===== config.mk =====
export PLATFORM = sky130hd
export DESIGN_NAME = uart_irq_ctrl
export DESIGN_NICKNAME = d
export VERILOG_FILES = /design/src/rtl/uart_irq_pkg.sv /design/src/rtl/uart_irq_latch.sv /design/src/rtl/uart_irq_thre.sv /design/src/rtl/uart_irq_prio.sv /design/src/rtl/uart_irq_ctrl.sv
export SDC_FILE = /design/constraint.sdc
export NUM_CORES = 1
export LEC_CHECK = 0
export BUFFER_PORTS_ARGS = -buffer_cell sky130_fd_sc_hd__buf_2
export CAP_MARGIN = 10
export CORE_MARGIN = 3
export CORE_UTILIZATION = 33
export CTS_BUF_LIST = sky130_fd_sc_hd__clkbuf_2
export DETAILED_ROUTE_END_ITERATION = 7
export PLACE_DENSITY = 0.81
export SLEW_MARGIN = 30
export SYNTH_ARGS = -nofsm -noshare
export SYNTH_HDL_FRONTEND = slang
export SYNTH_SLANG_ARGS = --single-unit
export TNS_END_PERCENT = 10

===== constraint.sdc =====
create_clock -name clk -period 0.84 [get_ports clk]
set_input_delay 0.042 -clock clk [delete_from_list [all_inputs] [get_ports clk]]
set_output_delay 0.042 -clock clk [all_outputs]
set_load 0.005 [all_outputs]

===== src/rtl/uart_irq_pkg.sv =====
package uart_irq_pkg;
  localparam int unsigned NSRC = 4;
  localparam int unsigned IDW  = 2;

  // group code doubles as priority rank (higher value wins)
  typedef enum logic [IDW-1:0] {
    SRC_MODEM  = 2'b00,
    SRC_THRE   = 2'b01,
    SRC_RXDATA = 2'b10,
    SRC_LINE   = 2'b11
  } src_id_e;

  // positions of the enable bits in the software-visible register
  localparam int unsigned EN_RXDATA = 0;
  localparam int unsigned EN_THRE   = 1;
  localparam int unsigned EN_LINE   = 2;
  localparam int unsigned EN_MODEM  = 3;
endpackage


===== src/rtl/uart_irq_latch.sv =====
module uart_irq_latch (
  input  logic clk,
  input  logic rst_n,
  input  logic set_i,
  input  logic clr_i,
  output logic pend_o
);
  logic pend_d;

  // a new event outranks an acknowledge in the same cycle
  always_comb begin
    pend_d = pend_o;
    if (clr_i) pend_d = 1'b0;
    if (set_i) pend_d = 1'b1;
  end

  always_ff @(posedge clk or negedge rst_n) begin
    if (!rst_n) pend_o <= 1'b0;
    else        pend_o <= pend_d;
  end
endmodule


===== src/rtl/uart_irq_thre.sv =====
module uart_irq_thre (
  input  logic clk,
  input  logic rst_n,
  input  logic empty_i,
  input  logic en_rise_i,
  input  logic hold_wr_i,
  input  logic ack_i,
  output logic pend_o
);
  logic empty_q;
  logic empty_d;
  logic arm;
  logic disarm;

  // holding register is empty out of reset, so no edge is seen then
  assign empty_d = empty_i;
  assign arm     = (empty_i & ~empty_q) | (en_rise_i & empty_i);
  assign disarm  = hold_wr_i | ack_i;

  always_ff @(posedge clk or negedge rst_n) begin
    if (!rst_n) empty_q <= 1'b1;
    else        empty_q <= empty_d;
  end

  uart_irq_latch u_latch (
    .clk    (clk),
    .rst_n  (rst_n),
    .set_i  (arm),
    .clr_i  (disarm),
    .pend_o (pend_o)
  );
endmodule


===== src/rtl/uart_irq_prio.sv =====
module uart_irq_prio
  import uart_irq_pkg::*;
#(
  parameter int unsigned N = NSRC,
  localparam int unsigned W = (N > 1) ? $clog2(N) : 1
) (
  input  logic [N-1:0] req_i,
  output logic         any_o,
  output logic [W-1:0] id_o
);
  // highest index wins: ascending scan, last hit kept
  always_comb begin
    any_o = 1'b0;
    id_o  = '0;
    for (int unsigned i = 0; i < N; i++) begin
      if (req_i[i]) begin
        any_o = 1'b1;
        id_o  = W'(i);
      end
    end
  end
endmodule


===== src/rtl/uart_irq_ctrl.sv =====
module uart_irq_ctrl
  import uart_irq_pkg::*;
#(
  parameter int unsigned DATA_W        = 8,
  parameter int unsigned N_LINE_ERR    = 4,
  parameter int unsigned N_MODEM_DELTA = 4
) (
  input  logic                     clk,
  input  logic                     rst_n,
  input  logic                     en_wr_i,
  input  logic [DATA_W-1:0]        en_wdata_i,
  output logic [DATA_W-1:0]        en_rdata_o,
  input  logic                     id_rd_i,
  output logic [DATA_W-1:0]        iir_o,
  output logic                     irq_o,
  input  logic                     rx_load_i,
  input  logic                     rx_buf_rd_i,
  input  logic [N_LINE_ERR-1:0]    line_err_i,
  input  logic                     lsr_rd_i,
  input  logic [N_MODEM_DELTA-1:0] modem_delta_i,
  input  logic                     msr_rd_i,
  input  logic                     thr_empty_i,
  input  logic                     thr_wr_i
);
  localparam int unsigned EN_W  = NSRC;
  localparam int unsigned PAD_W = DATA_W - 1 - IDW;

  logic [EN_W-1:0] en_q;
  logic [EN_W-1:0] en_d;
  logic [NSRC-1:0] set_v;
  logic [NSRC-1:0] clr_v;
  logic [NSRC-1:0] pend_v;
  logic [NSRC-1:0] mask_v;
  logic            any_pend;
  logic [IDW-1:0]  top_id;
  logic            en_thre_rise;
  logic            thre_ack;

  // enable register: next state, then storage
  always_comb begin
    en_d = en_q;
    if (en_wr_i) en_d = en_wdata_i[EN_W-1:0];
  end

  always_ff @(posedge clk or negedge rst_n) begin
    if (!rst_n) en_q <= '0;
    else        en_q <= en_d;
  end

  assign en_rdata_o   = {{(DATA_W-EN_W){1'b0}}, en_q};
  assign en_thre_rise = en_wr_i & en_wdata_i[EN_THRE] & ~en_q[EN_THRE];
  assign thre_ack     = id_rd_i & any_pend & (top_id == SRC_THRE);

  // set and clear strobes per group, indexed by group code
  always_comb begin
    set_v             = '0;
    clr_v             = '0;
    set_v[SRC_LINE]   = |line_err_i;
    clr_v[SRC_LINE]   = lsr_rd_i;
    set_v[SRC_RXDATA] = rx_load_i;
    clr_v[SRC_RXDATA] = rx_buf_rd_i;
    set_v[SRC_MODEM]  = |modem_delta_i;
    clr_v[SRC_MODEM]  = msr_rd_i;
  end

  // enable bit order differs from code order; remap into code order
  always_comb begin
    mask_v             = '0;
    mask_v[SRC_LINE]   = en_q[EN_LINE];
    mask_v[SRC_RXDATA] = en_q[EN_RXDATA];
    mask_v[SRC_THRE]   = en_q[EN_THRE];
    mask_v[SRC_MODEM]  = en_q[EN_MODEM];
  end

  for (genvar g = 0; g < NSRC; g++) begin : g_src
    if (g == SRC_THRE) begin : g_thre
      uart_irq_thre u_thre (
        .clk       (clk),
        .rst_n     (rst_n),
        .empty_i   (thr_empty_i),
        .en_rise_i (en_thre_rise),
        .hold_wr_i (thr_wr_i),
        .ack_i     (thre_ack),
        .pend_o    (pend_v[g])
      );
    end else begin : g_evt
      uart_irq_latch u_latch (
        .clk    (clk),
        .rst_n  (rst_n),
        .set_i  (set_v[g]),
        .clr_i  (clr_v[g]),
        .pend_o (pend_v[g])
      );
    end
  end

  uart_irq_prio #(.N(NSRC)) u_prio (
    .req_i (pend_v & mask_v),
    .any_o (any_pend),
    .id_o  (top_id)
  );

  assign irq_o = any_pend;
  assign iir_o = {{PAD_W{1'b0}}, top_id, ~any_pend};
endmodule


Word level (Yosys, flattened, before mapping)
Index checks and enable logic that the tools add are counted.
{"block": "totals", "ff_bits": 9, "rom_bits": 0, "n_memories": 0, "output_inout_bits": 17, "mem_bits_rw": 0, "latch_bits": 0, "input_bits": 26, "word_cells": 40}
{"block": "classes", "n_mul": 0, "n_eq_ne": 1, "bitwise": 12, "shifts": 0, "magnitude_cmp": 0, "add_sub_neg": 0, "n_reduce_logical": 6, "n_mux": 15, "n_div": 0}
{"op": "two-way mux 1 bit", "count": 13}
{"op": "nonzero test 2 bit", "count": 4}
{"op": "OR reduction 4 bit", "count": 2}
{"op": "AND 1 bit", "count": 6}
{"op": "AND 4 bit", "count": 1}
{"op": "two-way mux 2 bit", "count": 2}
{"op": "inverter 1 bit", "count": 3}
{"op": "equality test 2 x 1 -> 1 bit, second input constant", "count": 1}
{"op": "OR 1 bit", "count": 2}

Longest topological paths before layout
Gate-level depths: netlist of the first run.
{"block": "logic_depth", "depth_word": 10, "ltp_mapped": 3, "ltp_nobuf": 3}

By module
From an unflattened synthesis of the first run, not the netlist that was laid out.
{"block": "hier_totals", "hier_cells": 47, "area_unflattened_um2": 491.7}
{"mod": "uart_irq_ctrl", "instances": 1, "area_each_um2": 279.0, "cells_each": 27, "seq_area_each_um2": 100.1}
{"mod": "uart_irq_latch", "instances": 4, "area_each_um2": 36.3, "cells_each": 3, "seq_area_each_um2": 25.0}
{"mod": "uart_irq_thre", "instances": 1, "area_each_um2": 43.8, "cells_each": 4, "seq_area_each_um2": 26.3}
{"mod": "uart_irq_prio", "instances": 1, "area_each_um2": 23.8, "cells_each": 4, "seq_area_each_um2": 0.0}

Worst setup path before layout of the first run
OpenSTA, ideal clock, no wires.
{"block": "synth_timing", "path_type": "register to output", "start": "reg en_q[2]", "end": "out iir_o[0]", "path_buffers": 0, "path_slack_ps": -220, "t_required_ps": 798, "path_stages_with_launch": 4, "arrival_time_ps": 1018, "cell_sequence": "dfrtp_1 -> a22o_1 -> a221o_1 -> inv_1"}
{"block": "synth_via", "elab_chain_cells": 3}
{"element": "from (decl)", "line": "uart_irq_ctrl.sv:28", "rtl": "logic [EN_W-1:0] en_q;"}
{"element": "from (signal assigned)", "line": "uart_irq_ctrl.sv:47", "rtl": "else en_q <= en_d;"}
{"element": "AND 4 bit", "line": "uart_irq_ctrl.sv:98", "rtl": ".req_i (pend_v & mask_v),"}
{"element": "two-way mux 1 bit", "line": "uart_irq_prio.sv:16", "rtl": "if (req_i[i]) begin"}
{"element": "via irq_o", "line": "uart_irq_ctrl.sv:15", "rtl": "output logic irq_o,"}
{"element": "inverter 1 bit", "line": "uart_irq_ctrl.sv:104", "rtl": "assign iir_o = {{PAD_W{1'b0}}, top_id, ~any_pend};"}
{"element": "to (decl)", "line": "uart_irq_ctrl.sv:14", "rtl": "output logic [DATA_W-1:0] iir_o,"}
The timed path passes the listed nets, and every way through them passes these cells.

Worst setup path after layout of the first run
{"block": "layout_timing", "start": "reg g_src[3].g_evt.u_latch.pend_o", "end": "out iir_o[0]"}
{"block": "layout_via", "elab_chain_cells": 3}
{"element": "from (decl)", "line": "uart_irq_latch.sv:6", "rtl": "output logic pend_o"}
{"element": "from (signal assigned)", "line": "uart_irq_latch.sv:19", "rtl": "else pend_o <= pend_d;"}
{"element": "AND 4 bit", "line": "uart_irq_ctrl.sv:98"}
{"element": "two-way mux 1 bit", "line": "uart_irq_prio.sv:16"}
{"element": "inverter 1 bit", "line": "uart_irq_ctrl.sv:104"}
No other way between the ends.

==> flow_metrics.py, run 1 <==
metrics = {
    "status": {
        "outcome": "finished with violations",
        "violations": "setup timing",
    },
    "die": {
        "die_height_um": 42.9,
        "die_area_um2": 1840,
        "rows": 12,
        "fp.dieW_um": 42.9,
        "core_area_um2": 1190,
        "start_util": 0.379,
        "ios": 43,
    },
    "synthesis": {
        "synth_cell_types": 17,
        "async_flop_share": 1.00,
        "netlist_area_um2": 449,
        "synth_ff_type": "dfrtp_1",
        "yosys.area.top_type": "dfrtp_1",
        "synth.area.top_cells": "dfrtp_1 45%, buf_4 15%, mux2_1 7.5%",
        "synth_edf_count": 0,
        "synth_most_common_cell": "buf_4",
        "ys_seq_area_frac": 0.504,
        "synth_top_area_frac": 0.446,
        "yosys_warnings": 0,
        "synth.top_cells.by_count": "9 x buf_4, 8 x dfrtp_1, 5 x inv_1",
        "synthCells": 43,
        "syn_area_per_cell_um2": 10.4,
        "yosys_register_bits": 9,
    },
    "setup_path": {
        "slowest_stage": "dfrtp_1",
        "crit_arrival_ns": 1.30,
        "path_cells": "a22o_1 -> a221o_1 -> inv_1 -> buf_2",
        "startpoint_type": "flop",
        "ff2ff_setup_slack_ns": -0.19,
        "r2r_end": "g_src[1].g_thre.u_thre.u_latch.pend_o",
        "reg2regPathDepth": 4,
        "rr_startpoint": "g_src[3].g_evt.u_latch.pend_o",
        "cp.required_ns": 0.80,
        "crit_type": "flop to output port",
        "crit_family": "compound AO/OA/AOI/OAI gates",
        "max_stage_delay_ns": 0.39,
        "crit_buf_inv": 2,
        "cp-end-kind": "output port",
        "cp_max_fo": 2,
    },
    "routing": {
        "wl_met2_um": 695,
        "drc": 0,
        "dr.pass1.iters": 4,
        "ant_nets": 0,
        "drt-initial-drc-count": 2,
        "vias": 462,
        "route.met3.wl_um": 141,
        "highest_layer": "met4",
        "routed_wl_mm": 1.27,
        "wire_per_inst_um": 12.3,
        "drt-met1-wl_um": 422,
        "routed_via_density": 4.49,
    },
    "clocking": {
        "clock_tree.buffer_depth": 2,
        "cts_setup_buffers": 0,
        "clkSlewWorstSetupHoldPaths_ns": 0.08,
        "htreeDepth": 1,
        "clock_latency_ns": 0.25,
        "root_buffer": "clkbuf_2",
        "cts_buffers": 3,
        "clock_sinks": 9,
        "cts_tree": "yes",
    },
    "power_and_ir_drop": {
        "ir_worst_vdd_v": 0.000874,
        "internal-power_w": 0.000788,
        "combPwrFrac": 0.291,
        "switchingPower_w": 0.000292,
        "leakagePower_nw": 0.424,
        "power_density_nw_per_um2": 1390,
        "clkPwrFrac": 0.255,
        "p_sw_frac": 0.270,
        "seqPwrFrac": 0.454,
    },
    "min_path": {
        "min_to": "g_src[3].g_evt.u_latch.pend_o",
        "min_from": "line_err_i[0]",
        "hp-class": "primary input to flop",
        "hold_path_depth": 3,
    },
    "sta": {
        "fmax_mhz": 743,
        "final_hold_viol_count": 0,
        "skew_ns": 0.00659,
        "finalSetupViolations": 10,
        "finalCritPeriodShare": 1.60,
        "drv_slew": 0,
        "rsz0062_at_grt": "yes",
        "setup_ws_ns": -0.506,
        "period_needed_ns": 1.35,
    },
    "finish": {
        "synthToLayoutAreaGrowth_pct": 73.5,
        "nets": 116,
        "postLayoutCellArea_um2": 779,
        "fin_util": 0.657,
        "drive_above_1_share": 0.517,
        "diodes": 0,
    },
    "global_route": {
        "grt_pass1_wl_mm": 1.92,
        "grt_overflow": 0,
        "grt_usage": 0.141,
        "grt_start_max_net_pins": 10,
        "grt_pass1_vias": 447,
        "antenna_found_initial": 0,
    },
    "placement": {
        "hpwl_um": 893,
        "numPortBuffers": 29,
        "gp_congestion": 0.790,
        "dpl_cell_area_um2": 627,
    },
    "flow_run": {
        "drv_cap": 0,
    },
}
## kinds of logic after synthesis
| kind of cell | count (synthesis) | synth area share |
|---|---|---|
| DFF | 9 | 0.504 |
| and+or+nand+nor | 7 | 0.0752 |
| muxes | 3 | 0.0752 |
| AOI/OAI and AO/OA | 9 | 0.145 |
| buffers and inverters | 14 | 0.192 |
| other | 1 | 0.00835 |
## power by group through the flow
stage                     sequential (W)  combinational (W)  clock [W]
final                           0.000490           0.000314   0.000276
after global routing            0.000495           0.000343   0.000300
after CTS                       0.000489           0.000303   0.000289
after detailed placement        0.000495           0.000227          0
after global placement          0.000493           0.000222          0
after floorplan                 0.000499          0.0000976          0
## worst max path at each step
stage | start | to | slack (ns) | depth (start not counted)
floorplan | en_q[2] | iir_o[0] | -0.20 | 3
global placement | g_src[3].g_evt.u_latch.pend_o | iir_o[0] | -0.21 | 4
detailed placement | g_src[3].g_evt.u_latch.pend_o | iir_o[0] | -0.24 | 4
CTS | g_src[3].g_evt.u_latch.pend_o | iir_o[0] | -0.53 | 4
global route | g_src[3].g_evt.u_latch.pend_o | iir_o[0] | -0.60 | 4
finish | g_src[3].g_evt.u_latch.pend_o | iir_o[0] | -0.51 | 4
## sequential cells by signal (all words and copies together), names as in the netlist
signal                              flops
g_src.g_evt.u_latch.pend_o              3
en_q                                    4
g_src.g_thre.u_thre.empty_q             1
g_src.g_thre.u_thre.u_latch.pend_o      1
## cell type report
| class | instances | area, µm² |
|---|---|---|
| fill | 97 | 407 |
| multi-input combinational | 28 | 189 |
| tap | 14 | 17.5 |
| sequential | 9 | 226 |
| timing repair buffer | 43 | 308 |
| inverter | 5 | 18.8 |
| clock buffer | 4 | 20.0 |
## what timing repair did
item | CTS | global route
hold buffers | 7 | 0
endpoints found under the setup margin | 11 | 14
hold endpoints to repair | 13 | 0
gates resized for setup | 11 | 3
pin swaps | 1 | 1
## worst min-delay path: stages
cell	delay, ns
buf_2	0.09
nor4_2	0.04
o21ai_1	0.05
## cells in the final DEF (no fill, tap or decap), types with 2 or more instances in the layout
master,synthesis,routed
buf_2,0,25
buf_4,9,3
buf_6,0,8
clkbuf_2,0,4
conb_1,1,9
dfrtp_1,8,8
dlygate4sd3_1,0,7
inv_1,5,5
mux2_4,0,2
nand2_1,3,3
nor4_2,0,2
o21ai_1,3,4
## layer usage
layer | track usage | vias to the layer above
met5 | 0 | -
met1 | 0.141 | 211
li1 | - | 219
met2 | 0.246 | 30
met3 | 0.0678 | 2
met4 | 0.0559 | 0
## per-stage QoR
stage                     setup TNS, ns  instances  setup WS [ns]  hold slack [ns]  total power (W)
after CTS                         -2.46        103         -0.529          -0.0139          0.00108
after global placement           -0.779         92         -0.212          -0.0991         0.000715
final                             -2.37        103         -0.506           0.0143          0.00108
after detailed placement         -0.947         92         -0.240          -0.0988         0.000722
after floorplan                  -0.390         51         -0.198           -0.254         0.000597
after global routing              -2.92        103         -0.602           0.0179          0.00114
(Power assumes the default switching activity.)
==> run 2: changes to the inputs <==
--- a/config.mk
+++ b/config.mk
@@ -7,11 +7,13 @@
 export LEC_CHECK = 0
 export BUFFER_PORTS_ARGS = -buffer_cell sky130_fd_sc_hd__buf_2
 export CAP_MARGIN = 10
+export CELL_PAD_IN_SITES_DETAIL_PLACEMENT = 1
+export CELL_PAD_IN_SITES_GLOBAL_PLACEMENT = 1
 export CORE_MARGIN = 3
-export CORE_UTILIZATION = 33
+export CORE_UTILIZATION = 22
 export CTS_BUF_LIST = sky130_fd_sc_hd__clkbuf_2
 export DETAILED_ROUTE_END_ITERATION = 7
-export PLACE_DENSITY = 0.81
+export PLACE_DENSITY_LB_ADDON = 0.25
 export SLEW_MARGIN = 30
 export SYNTH_ARGS = -nofsm -noshare
 export SYNTH_HDL_FRONTEND = slang
==> flow_metrics.py, run 2 (synthesis results as in run 1) <==
metrics = {
    "setup_path": {
        "startpoint_type": "flop",
        "slowest_stage": "dfrtp_1",
        "rr_startpoint": "en_q[2]",
        "path_cells": "a22o_1 -> a221o_1 -> inv_1 -> buf_2",
        "crit_family": "compound AO/OA/AOI/OAI gates",
        "r2r_end": "g_src[1].g_thre.u_thre.u_latch.pend_o",
        "crit_arrival_ns": 1.30,
        "crit_type": "flop to output port",
        "max_stage_delay_ns": 0.38,
        "cp-end-kind": "output port",
        "reg2regPathDepth": 5,
        "cp.required_ns": 0.80,
        "ff2ff_setup_slack_ns": -0.27,
        "crit_buf_inv": 2,
        "worstSetupPathDepth": 4,
        "crit_start": "en_q[2]",
        "cp_max_fo": 2,
        "critPathCapture": "iir_o[0]",
    },
    "finish": {
        "fill_cells": 224,
        "largest_register_ffs": 4,
        "nets": 117,
        "mostFrequentLayoutCell": "buf_2",
        "drive_above_1_share": 0.533,
        "synthToLayoutAreaGrowth_pct": 79.7,
        "postLayoutCellArea_um2": 807,
        "diodes": 0,
        "final_cell_mix": "26 x buf_2, 9 x conb_1, 8 x dfrtp_1, 8 x dlygate4sd3_1, 6 x buf_6",
        "reg_top3": "en_q x4, g_src.g_evt.u_latch.pend_o x3",
        "largest_register": "en_q",
        "layout.cells.non_filler": 115,
    },
    "die": {
        "start_util": 0.247,
        "fp.dieW_um": 51.2,
        "die_height_um": 51.2,
        "die_area_um2": 2620,
        "core_area_um2": 1820,
        "rows": 15,
        "ios": 43,
    },
    "routing": {
        "dr.pass1.iters": 1,
        "vias": 457,
        "routed_wl_mm": 1.28,
        "drc": 0,
        "drt-initial-drc-count": 0,
        "wire_per_inst_um": 11.1,
        "ant_nets": 0,
        "routed_via_density": 3.97,
    },
    "global_route": {
        "grt_usage": 0.103,
        "grt_pass1_wl_mm": 1.93,
        "antenna_found_initial": 0,
        "grt_start_max_net_pins": 10,
        "grt_overflow": 0,
        "grt_pass1_vias": 490,
    },
    "placement": {
        "numPortBuffers": 29,
        "dpl_worst_slack_ns": -0.225,
        "dpl_cell_area_um2": 633,
        "hpwl_um": 958,
        "dp_cells": 102,
        "gp_congestion": 0.665,
    },
    "min_path": {
        "hp-class": "primary input to flop",
    },
    "clocking": {
        "ctsHoldBuffers": 8,
        "clock_latency_ns": 0.25,
        "clock_tree.buffer_depth": 2,
        "cts_buffers": 3,
        "clkSlewWorstSetupHoldPaths_ns": 0.10,
        "root_buffer": "clkbuf_2",
        "htreeDepth": 1,
        "clock_sinks": 9,
        "cts_tree": "yes",
    },
    "sta": {
        "final_hold_viol_count": 0,
        "period_needed_ns": 1.34,
        "setup_ws_ns": -0.501,
        "rsz0062_at_grt": "yes",
        "finalSetupViolations": 10,
        "skew_ns": 0.0115,
        "finalCritPeriodShare": 1.60,
        "drv_slew": 0,
        "fmax_mhz": 746,
    },
    "power_and_ir_drop": {
        "clkPwrFrac": 0.260,
        "power_density_nw_per_um2": 1350,
        "combPwrFrac": 0.290,
        "ir_worst_vdd_v": 0.000644,
        "switchingPower_w": 0.000299,
        "p_sw_frac": 0.275,
        "leakagePower_nw": 0.427,
        "internal-power_w": 0.000789,
        "seqPwrFrac": 0.449,
    },
    "flow_run": {
        "drv_cap": 0,
    },
    "status": {
        "violations": "setup timing",
        "outcome": "finished with violations",
    },
}
run 2: worst min-delay path by stage:
| stage | start | end | slack (ns) | depth (start not counted) |
|---|---|---|---|---|
| floorplan | rst_n | en_q[0] | -0.25 | 0 |
| global placement | rst_n | g_src[0].g_evt.u_latch.pend_o | -0.10 | 1 |
| global route | modem_delta_i[0] | g_src[0].g_evt.u_latch.pend_o | -0.007 | 3 |
| finish | line_err_i[0] | g_src[3].g_evt.u_latch.pend_o | 0.007 | 3 |
| detailed placement | rst_n | g_src[0].g_evt.u_latch.pend_o | -0.10 | 1 |
| CTS | modem_delta_i[1] | g_src[0].g_evt.u_latch.pend_o | -0.01 | 3 |
run 2: final cells by class:
cell class / instances / area (µm²) / share of cell area
clock buffer: 4 / 20.0 / 0.0248
inverter: 5 / 18.8 / 0.0233
multi-input combinational: 28 / 203 / 0.251
sequential: 9 / 226 / 0.281
tap: 25 / 31.3 / 0.0388
timing repair buffer: 44 / 308 / 0.381
run 2: power by group through the flow:
| stage | Clock, W | Combinational (W) | Sequential [W] |
|---|---|---|---|
| floorplan | 0 | 0.0000976 | 0.000499 |
| global placement | 0 | 0.000216 | 0.000496 |
| detailed placement | 0 | 0.000218 | 0.000497 |
| CTS | 0.000300 | 0.000300 | 0.000490 |
| global route | 0.000327 | 0.000351 | 0.000494 |
| finish | 0.000283 | 0.000316 | 0.000489 |
run 2: repair_timing:
action,4_1_cts,5_1_grt
endpoints found under the hold margin,14,2
pin swaps,1,2
endpoints found under the setup margin,10,13
resized for setup,9,5
buffers inserted,1,0
run 2: worst min-delay path, cell delays in order:
cell and delay (ns):
buf_2 0.08, nor4_2 0.04, o21ai_1 0.06
run 2: stage by stage:
step | setup TNS [ns] | hold slack (ns) | util | total power [W]
after floorplan | -0.390 | -0.254 | - | 0.000597
after global placement | -0.817 | -0.100 | 0.348 | 0.000712
after detailed placement | -0.845 | -0.100 | 0.348 | 0.000715
after CTS | -2.57 | -0.0131 | 0.429 | 0.00109
after global routing | -3.19 | -0.00717 | 0.443 | 0.00117
final | -2.43 | 0.00723 | 0.443 | 0.00109
run 2: routing by layer:
metal  track usage  vias to the layer above  share of wire
li1              -                      221              -
met1         0.120                      206           0.41
met2         0.150                       28           0.45
met3        0.0379                        2           0.12
met4        0.0807                        0          0.023
met5             0                        -              0
